--- config.mk ---
export PLATFORM = sky130hd
export DESIGN_NAME = cstx_top
export DESIGN_NICKNAME = d
export VERILOG_FILES = /design/src/rtl/cstx_pkg.sv /design/src/rtl/cstx_fifo.sv /design/src/rtl/cstx_sckgen.sv /design/src/rtl/cstx_shifter.sv /design/src/rtl/cstx_top.sv
export SDC_FILE = /design/constraint.sdc
export NUM_CORES = 1
export LEC_CHECK = 0
export CORE_MARGIN = 1
export CORE_UTILIZATION = 55
export DETAILED_ROUTE_END_ITERATION = 10
export DONT_BUFFER_PORTS = 1
export PLACE_DENSITY = 0.84
export SLEW_MARGIN = 20
export SYNTH_ARGS = -nofsm -noshare
export SYNTH_HDL_FRONTEND = slang
export SYNTH_HIERARCHICAL = 1
export SYNTH_SLANG_ARGS = --single-unit
--- constraint.sdc ---
create_clock -name clk -period 3.2 [get_ports clk]
set_clock_uncertainty 0.1 [all_clocks]
set_input_delay 0 -clock clk [delete_from_list [all_inputs] [get_ports clk]]
set_output_delay 0 -clock clk [all_outputs]
set_load 0.01 [all_outputs]
--- src/rtl/cstx_pkg.sv ---
package cstx_pkg;
  localparam int FRAME_BITS = 8;
  localparam int BIT_W = $clog2(FRAME_BITS + 1);

  typedef logic [FRAME_BITS-1:0] byte_t;

  typedef struct packed {
    logic fall;
    logic rise;
  } sck_ev_t;
endpackage

--- src/rtl/cstx_fifo.sv ---
module cstx_fifo #(
  parameter int DEPTH = 16,
  parameter int W = 8,
  localparam int PTR_W = (DEPTH > 1) ? $clog2(DEPTH) : 1,
  localparam int CNT_W = $clog2(DEPTH + 1)
) (
  input  logic             clk,
  input  logic             rst_n,
  input  logic             clr,
  input  logic             push,
  input  logic [W-1:0]     din,
  input  logic             pop,
  output logic [W-1:0]     dout,
  output logic [CNT_W-1:0] count,
  output logic             full,
  output logic             empty
);
  logic [W-1:0]     mem [DEPTH];
  logic [PTR_W-1:0] wr_ptr, rd_ptr;

  function automatic logic [PTR_W-1:0] bump(input logic [PTR_W-1:0] p);
    return (p == PTR_W'(DEPTH - 1)) ? '0 : p + 1'b1;
  endfunction

  assign full  = (count == CNT_W'(DEPTH));
  assign empty = (count == '0);
  assign dout  = mem[rd_ptr];

  always_ff @(posedge clk) begin
    if (push && !clr) mem[wr_ptr] <= din;
  end

  always_ff @(posedge clk or negedge rst_n) begin
    if (!rst_n) begin
      wr_ptr <= '0;
      rd_ptr <= '0;
      count  <= '0;
    end else if (clr) begin
      wr_ptr <= '0;
      rd_ptr <= '0;
      count  <= '0;
    end else begin
      if (push) wr_ptr <= bump(wr_ptr);
      if (pop)  rd_ptr <= bump(rd_ptr);
      case ({push, pop})
        2'b10:   count <= count + 1'b1;
        2'b01:   count <= count - 1'b1;
        default: count <= count;
      endcase
    end
  end
endmodule

--- src/rtl/cstx_sckgen.sv ---
module cstx_sckgen
  import cstx_pkg::*;
#(
  parameter int DIV_W = 8,
  parameter int SYNC_N = 2
) (
  input  logic             clk,
  input  logic             rst_n,
  input  logic             ext_mode,
  input  logic             ext_sck,
  input  logic             run,
  input  logic             low_phase,
  input  logic [DIV_W-1:0] divider,
  output sck_ev_t          ev
);
  logic [SYNC_N:0]  sy;
  logic [DIV_W-1:0] divcnt;
  logic             int_tick, ext_fall, ext_rise;

  always_ff @(posedge clk or negedge rst_n) begin
    if (!rst_n) sy <= '1;
    else        sy <= {sy[SYNC_N-1:0], ext_sck};
  end

  assign ext_fall = ext_mode &&  sy[SYNC_N] && !sy[SYNC_N-1];
  assign ext_rise = ext_mode && !sy[SYNC_N] &&  sy[SYNC_N-1];
  assign int_tick = run && !ext_mode && (divcnt == divider);

  always_ff @(posedge clk or negedge rst_n) begin
    if (!rst_n)                divcnt <= '0;
    else if (run && !ext_mode) divcnt <= (divcnt == divider) ? '0 : divcnt + 1'b1;
    else                       divcnt <= '0;
  end

  assign ev.fall = run && !low_phase && (int_tick || ext_fall);
  assign ev.rise = run &&  low_phase && (int_tick || ext_rise);
endmodule

--- src/rtl/cstx_shifter.sv ---
module cstx_shifter
  import cstx_pkg::*;
(
  input  logic    clk,
  input  logic    rst_n,
  input  sck_ev_t ev,
  input  logic    have_data,
  input  byte_t   head,
  input  logic    wr_acc,
  output logic    pop,
  output logic    busy,
  output logic    low_phase,
  output logic    txd,
  output logic    tend
);
  logic [BIT_W-1:0] bitn;
  byte_t            sh;
  logic             start, last, reload, finish;

  assign start  = !busy && have_data;
  assign last   = ev.rise && (bitn == BIT_W'(FRAME_BITS));
  assign reload = last && have_data;
  assign finish = last && !have_data;
  assign pop    = start || reload;

  always_ff @(posedge clk or negedge rst_n) begin
    if (!rst_n) begin
      busy      <= 1'b0;
      low_phase <= 1'b0;
      txd       <= 1'b1;
      tend      <= 1'b1;
      sh        <= '0;
      bitn      <= '0;
    end else begin
      if (wr_acc || start) tend <= 1'b0;
      else if (finish)     tend <= 1'b1;

      if (start) begin
        busy      <= 1'b1;
        sh        <= head;
        bitn      <= '0;
        low_phase <= 1'b0;
      end
      if (ev.fall) begin
        txd       <= sh[0];
        sh        <= sh >> 1;
        bitn      <= bitn + 1'b1;
        low_phase <= 1'b1;
      end
      if (ev.rise) begin
        low_phase <= 1'b0;
        if (reload) begin
          sh   <= head;
          bitn <= '0;
        end
        if (finish) busy <= 1'b0;
      end
    end
  end
endmodule

--- src/rtl/cstx_top.sv ---
module cstx_top
  import cstx_pkg::*;
#(
  parameter int DEPTH = 16,
  parameter int DIV_W = 8,
  localparam int CNT_W = $clog2(DEPTH + 1)
) (
  input  logic             clk,
  input  logic             rst_n,
  input  logic             fifo_clr,
  input  logic             ext_mode,
  input  logic [DIV_W-1:0] divider,
  input  logic             ext_sck,
  input  logic [CNT_W-1:0] thresh,
  input  logic             int_en,
  input  logic             empty_clr,
  input  logic             wr_valid,
  input  logic [7:0]       wr_data,
  output logic             wr_ready,
  output logic             txd,
  output logic             sck_out,
  output logic             tend,
  output logic             tdfe,
  output logic             irq,
  output logic [CNT_W-1:0] fifo_count
);
  logic    full, empty, push, pop, busy, low_phase, have_data;
  byte_t   head;
  sck_ev_t ev;

  assign wr_ready  = !full && !fifo_clr;
  assign push      = wr_valid && wr_ready;
  assign have_data = !empty && !fifo_clr;

  cstx_fifo #(.DEPTH(DEPTH), .W(FRAME_BITS)) u_fifo (
    .clk(clk), .rst_n(rst_n), .clr(fifo_clr), .push(push), .din(wr_data),
    .pop(pop), .dout(head), .count(fifo_count), .full(full), .empty(empty)
  );

  cstx_sckgen #(.DIV_W(DIV_W), .SYNC_N(2)) u_sckgen (
    .clk(clk), .rst_n(rst_n), .ext_mode(ext_mode), .ext_sck(ext_sck),
    .run(busy), .low_phase(low_phase), .divider(divider), .ev(ev)
  );

  cstx_shifter u_shift (
    .clk(clk), .rst_n(rst_n), .ev(ev), .have_data(have_data), .head(head),
    .wr_acc(push), .pop(pop), .busy(busy), .low_phase(low_phase),
    .txd(txd), .tend(tend)
  );

  assign sck_out = ext_mode ? 1'b1 : !low_phase;

  always_ff @(posedge clk or negedge rst_n) begin
    if (!rst_n)                   tdfe <= 1'b1;
    else if (fifo_count <= thresh) tdfe <= 1'b1;
    else if (empty_clr)           tdfe <= 1'b0;
  end

  assign irq = tdfe && int_en;
endmodule

==> flow_metrics.env, run 1 <==
export IMPL_status="complete, no violations"
export IMPL_grt_usage_pct=22.9
export IMPL_synth_top_area_share_pct=52.1
export IMPL_worst_pin_slew_ps=838
export IMPL_synth_area_leaders="edfxtp_1, dfrtp_1, mux4_2"
export IMPL_yosysWarnings=6
export IMPL_synth_edf_count=128
export IMPL_cap_violations=0
export IMPL_syn_inst=471
export IMPL_ys_seq_elements=169
export IMPL_async_reset_ff_share_pct=24.3
export IMPL_slew_headroom_pct=44.1
export IMPL_dp_cells=650
export IMPL_cellPowerDensity_nw_per_um2=573
export IMPL_num_io_pins=40
export IMPL_seq_area_frac_synth_pct=66.2
export IMPL_report_final_slew_viol_count=0
export IMPL_clk_latency_ps=430
export IMPL_grt_pass1_vias=4342
export IMPL_cp_max_fo=5
export IMPL_grt_busiest_layer="met2"
export IMPL_root_buffer="clkbuf_16"
export IMPL_grtUsageMet2_pct=36.9
export IMPL_total_power_uw=4910
export IMPL_slowest_stage="dfrtp_1"
export IMPL_fillerInstances=829
export IMPL_viasPerCell=6.17
export IMPL_clkSinkCount=169
export IMPL_crit_top_cell="xnor2_1"
export IMPL_cts_htree_levels=4
export IMPL_die_area_um2=13900
export IMPL_post_route_cells_drive_above_1_share_pct=24.6
export IMPL_remaining_drc_errors=0
export IMPL_drt_wirelength_per_cell_um=21.3
export IMPL_yosys_area_top_type="edfxtp_1"
export IMPL_routed_wirelength_um=15100
export IMPL_num_rows=41
export IMPL_rsz0062_at_grt="true"
export IMPL_hold_viol=0
export IMPL_die_x_um=118
export IMPL_finalNonFillerCells=708
export IMPL_max_freq_ghz=0.321
export IMPL_path_cells="xnor2_1, nand4_1, o31ai_2, and3_4, nand4b_1, a21boi_2, nand2b_4, xnor2_1, ha_2, o31a_1, o32ai_2, xnor2_1, nor2_1"
export IMPL_synthDistinctLibCells=55
export IMPL_syn_cell_area_um2=7370
export IMPL_grt_max_degree=36
export IMPL_final_period_utilization_pct=97.5
export IMPL_cts_buffer_depth=2
export IMPL_setup_violations=0
export IMPL_synth_avg_cell_area_um2=15.7
export IMPL_vdd_drop_max_uv=311
export IMPL_synth_flop_cell="edfxtp_1"
export IMPL_critPathArrivalTime_ps=3310
export IMPL_core_um2=12800
export IMPL_syn_nets=515
export IMPL_cts_tree="built"
export IMPL_grt_use_met1_pct=29.0
export IMPL_place_area_um2=7680
export IMPL_ant_nets=0
export IMPL_final_design_area_no_fill_um2=8560
export IMPL_grt_overflow=0
export IMPL_via_count=4370
export IMPL_n_antenna_cell=0
export IMPL_first_pass_iters=5
export IMPL_gp_congestion=0.864
export IMPL_antenna_found_initial=0
export IMPL_cp_required_ps=3390
export IMPL_first_iter_violations=354
export IMPL_critPathCaptureType="flop"
export IMPL_dp_hpwl_um=9230
export IMPL_grt_pass1_wl_um=23500
export IMPL_finish_net_count=567
export IMPL_start_kind="flop"
export IMPL_path_class="reg2reg"
export IMPL_leakage_uw=0.00296
export IMPL_clkSlewWorstSetupHoldPaths_ps=70
export IMPL_use_met3_pct=6.78
export IMPL_port_buffers=0
export IMPL_floorplan_initialDensity_pct=57.5
export IMPL_cts_buffers=17
export IMPL_post_route_min_period_ps=3120
export IMPL_worstHoldPathType="in2reg"
export IMPL_fp_dieH_um=118
export IMPL_cpPeakStageDelay_ps=420
export IMPL_syn_to_final_growth_pct=16.2
-- kinds of logic after synthesis --
group | count (synthesis) | share of synthesized area [%]
XOR/XNOR | 21 | 2.49
multiplexers | 67 | 13.4
adder cells (fa/ha/maj) | 15 | 2.55
flip-flops | 169 | 66.2
AND/OR/NAND/NOR | 104 | 7.35
buffers and inverters | 37 | 2.55
AO/OA/AOI/OAI | 58 | 5.48
-- sequential cells by signal, indices dropped and copies added (netlist names) --
name / flops
u_fifo/mem: 128
u_sckgen/divcnt: 8
u_shift/sh: 8
u_fifo/count: 5
u_fifo/rd_ptr: 4
u_fifo/wr_ptr: 4
u_shift/bitn: 4
u_sckgen/sy: 3
tdfe: 1
u_shift/busy: 1
u_shift/low_phase: 1
u_shift/tend: 1
u_shift/txd: 1
-- power by group --
part | leakage (uW) | internal [uW] | total, uW | switching (uW)
Sequential | 0.00168 | 2460 | 2530 | 70.4
Clock | 0.000290 | 1170 | 2030 | 860
Combinational | 0.000995 | 178 | 349 | 171
Total | 0.00296 | 3800 | 4910 | 1100
-- metal layers --
layer / share of wire (%) / wire length [um]
met5: 0 / 0
met2: 51 / 7640
met3: 6.9 / 1040
met4: 2.8 / 423
met1: 40 / 5980
-- through the flow --
stage	worst slack, ps	util [%]	TNS [ps]	hold slack, ps
3_5_place_dp	-45.1	59.9	-45.1	-394
5_1_grt	-105	66.8	-111	3.36
2_1_floorplan	18.1	-	0	-396
3_3_place_gp	95.3	59.9	0	-394
4_1_cts	31.0	66.1	0	1.35
6_report	79.9	66.8	0	8.94
-- worst max-delay path: cells and delay by family, from the launching register on --
kind,cells,cell delay [ps]
DFF,1,420
adders and majority gates,1,210
xor gates and xnor gates,3,470
and+or+nand+nor,5,770
AOI/OAI and AO/OA,4,1010
-- Yosys cell counts, types with 7 or more instances --
| cell | n |
|---|---|
| ha_1 | 15 |
| dfrtp_1 | 35 |
| nand2_1 | 16 |
| mux4_2 | 24 |
| xnor2_1 | 16 |
| edfxtp_1 | 128 |
| a32oi_1 | 8 |
| nor3_1 | 9 |
| mux2_2 | 15 |
| a22oi_1 | 8 |
| mux2i_1 | 28 |
| nor2_1 | 35 |
| o21ai_1 | 8 |
| inv_1 | 17 |
| a21oi_1 | 10 |
| nand4_1 | 7 |
-- cell type report --
type	count	area (um^2)	share of cell area, %
Inverter	18	72.6	0.847
Timing Repair Buffer	52	468	5.46
Sequential cell	169	4880	57.0
Clock inverter	14	161	1.88
Multi-Input combinational cell	265	2340	27.3
Tap cell	172	215	2.51
Clock buffer	18	429	5.01
-- cell usage in the layout (no fill, tap or decap), drive strengths merged, types with 7 or more instances in the layout --
cell	count
mux2i	28
nand2	16
nor3	9
o21ai	16
nor2	35
a21oi	11
xnor2	16
ha	15
a22oi	8
nand2b	7
nand4	7
clkbuf	18
and2	7
buf	36
mux4	24
mux2	15
edfxtp	128
dfrtp	35
inv	24
a32oi	8
dlygate4sd3	16
-- what timing repair did --
item | CTS | global route
hold buffers | 18 | 0
resized for setup | 1 | 7
gates cloned | 0 | 0
hold endpoints to repair | 240 | 0
endpoints found under the setup margin | 1 | 3
pin swaps | 2 | 6
setup buffers | 1 | 7
-- worst paths after layout --
check | from | end | slack, ps | cells past startpoint
setup reg to reg | u_sckgen/divcnt[1]$_DFF_PN0_ | u_fifo/count[4]$_DFFE_PN0P_ | 80 | 13
min in group asynchronous | rst_n | u_sckgen/sy[0]$_DFF_PN1_ | 30 | 2
hold / removal | ext_sck | u_sckgen/sy[0]$_DFF_PN1_ | 9 | 1
setup / recovery | u_sckgen/divcnt[1]$_DFF_PN0_ | u_fifo/count[4]$_DFFE_PN0P_ | 80 | 13
max in group asynchronous | rst_n | u_sckgen/divcnt[0]$_DFF_PN0_ | 2760 | 3
hold reg to reg | u_sckgen/sy[0]$_DFF_PN1_ | u_sckgen/sy[1]$_DFF_PN1_ | 260 | 0
Note: power is estimated with default switching activity, not from simulation.
==> inputs of run 2 (changes only) <==
--- a/config.mk
+++ b/config.mk
@@ -5,11 +5,11 @@
 export SDC_FILE = /design/constraint.sdc
 export NUM_CORES = 1
 export LEC_CHECK = 0
+export BUFFER_PORTS_ARGS = -buffer_cell sky130_fd_sc_hd__buf_2
 export CORE_MARGIN = 1
 export CORE_UTILIZATION = 55
 export DETAILED_ROUTE_END_ITERATION = 10
-export DONT_BUFFER_PORTS = 1
-export PLACE_DENSITY = 0.84
+export PLACE_DENSITY = 0.87
 export SLEW_MARGIN = 20
 export SYNTH_ARGS = -nofsm -noshare
 export SYNTH_HDL_FRONTEND = slang
==> flow_metrics.env, run 2 (synthesis results as in run 1) <==
export IMPL_cts_htree_levels=4
export IMPL_grt_pass1_vias=4557
export IMPL_final_common_cell="edfxtp_1"
export IMPL_hold_slack_ps=122
export IMPL_root_buffer="clkbuf_16"
export IMPL_die_area_um2=13900
export IMPL_critPathArrivalTime_ps=3320
export IMPL_clkSinkCount=169
export IMPL_largest_reg_flops=128
export IMPL_hold_viol=0
export IMPL_finish_net_count=601
export IMPL_floorplan_initialDensity_pct=57.5
export IMPL_clkSlewWorstSetupHoldPaths_ps=60
export IMPL_gp_congestion=0.814
export IMPL_max_freq_ghz=0.322
export IMPL_startpoint="u_sckgen/divcnt[4]$_DFF_PN0_"
export IMPL_remaining_drc_errors=0
export IMPL_drt_wirelength_per_cell_um=21.5
export IMPL_port_buffers=39
export IMPL_report_final_slew_viol_count=0
export IMPL_grt_pass1_wl_um=24400
export IMPL_cts_tree="built"
export IMPL_leakage_uw=0.00308
export IMPL_viasPerCell=6.08
export IMPL_cap_violations=0
export IMPL_post_route_min_period_ps=3100
export IMPL_finalNonFillerCells=742
export IMPL_dp_hpwl_um=9710
export IMPL_core_um2=12800
export IMPL_die_x_um=118
export IMPL_clk_latency_ps=420
export IMPL_syn_to_final_growth_pct=18.3
export IMPL_vdd_drop_max_uv=457
export IMPL_setup_violations=0
export IMPL_post_route_cells_drive_above_1_share_pct=29.5
export IMPL_grt_max_degree=42
export IMPL_cts_buffer_depth=2
export IMPL_slew_headroom_pct=39.1
export IMPL_cts_buffers=17
export IMPL_cellPowerDensity_nw_per_um2=563
export IMPL_grt_overflow=0
export IMPL_status="complete, no violations"
export IMPL_final_period_utilization_pct=97.0
export IMPL_antenna_found_initial=0
export IMPL_worst_pin_slew_ps=913
export IMPL_ant_nets=0
export IMPL_worstReg2RegStart="u_sckgen/divcnt[4]$_DFF_PN0_"
export IMPL_critPathCaptureType="flop"
export IMPL_path_class="reg2reg"
export IMPL_n_antenna_cell=0
export IMPL_routed_wirelength_um=16000
export IMPL_via_count=4513
export IMPL_min_from="divider[2]"
export IMPL_cp_required_ps=3420
export IMPL_num_rows=41
export IMPL_cp_max_fo=4
export IMPL_dp_cells=688
export IMPL_start_kind="flop"
export IMPL_first_pass_iters=5
export IMPL_grt_usage_pct=23.7
export IMPL_largest_register="u_fifo/mem"
export IMPL_reg_largest_list="u_fifo/mem (128), u_sckgen/divcnt (8), u_shift/sh (8)"
export IMPL_fp_dieH_um=118
export IMPL_first_iter_violations=511
export IMPL_worstHoldPathType="in2reg"
export IMPL_final_cell_mix="edfxtp_1, buf_2, nor2_1"
export IMPL_num_io_pins=40
export IMPL_fillerInstances=818
==> run 2: through the flow <==
stage	total power (uW)	instance area, um^2	TNS (ps)	worst slack, ps	util [%]
global placement	2880	7880	0	99.9	61.5
CTS	4900	8620	0	6.56	67.2
floorplan	2780	7370	0	18.1	-
global route	5070	8720	-112	-57.3	68.0
detailed placement	2920	7880	-9.83	-9.83	61.5
finish	4910	8720	0	96.0	68.0
==> run 2: final cells by class <==
| cell class | instances | area [um^2] | share of cell area (%) |
|---|---|---|---|
| clock buffers | 19 | 433 | 4.96 |
| multi-input cells | 265 | 2360 | 27.1 |
| inverters | 18 | 72.6 | 0.832 |
| well taps | 172 | 215 | 2.47 |
| repair buffers | 86 | 611 | 7.00 |
| flip-flops and latches | 169 | 4880 | 56.0 |
| clock inverters | 13 | 145 | 1.66 |
==> run 2: metal layers <==
| layer | global-route usage (%) | routed length, um |
|---|---|---|
| met4 | 11.0 | 353 |
| met1 | 29.9 | 6130 |
| met2 | 39.0 | 8050 |
| met3 | 5.67 | 1440 |
| met5 | 0 | 0 |
==> run 2: final timing paths <==
| check | endpoint | slack [ps] | cells past startpoint |
|---|---|---|---|
| setup / recovery | u_fifo/count[3]$_DFFE_PN0P_ | 100 | 12 |
| hold / removal | u_shift/low_phase$_DFFE_PN0P_ | 120 | 6 |
| setup reg to reg | u_fifo/count[3]$_DFFE_PN0P_ | 100 | 12 |
| hold reg to reg | u_sckgen/sy[1]$_DFF_PN1_ | 260 | 0 |
| max in group asynchronous | u_sckgen/divcnt[2]$_DFF_PN0_ | 2210 | 2 |
| min in group asynchronous | u_fifo/wr_ptr[0]$_DFFE_PN0P_ | 150 | 2 |
==> run 2: worst max-delay path, cell delays in order (launching register included) <==
cell and delay, ps:
dfrtp_1 420, xnor2_1 160, nand4_1 150, o31ai_1 300
and3_4 260, nand4b_1 170, a21boi_2 240, nand2b_4 80
buf_4 160, clkinv_4 50, ha_1 260, or3_4 420
a311oi_4 220
==> run 2: what timing repair did <==
| item | 4_1_cts | 5_1_grt |
|---|---|---|
| pin swaps | 0 | 7 |
| hold buffers | 15 | 0 |
| hold endpoints to repair | 187 | 0 |
| endpoints found under the setup margin | 2 | 2 |
| gates resized for setup | 2 | 9 |
| buffers inserted | 0 | 7 |
==> run 2: power by group <==
part | internal, uW | switching (uW)
registers | 2460 | 73.9
logic | 196 | 190
clock network | 1160 | 834
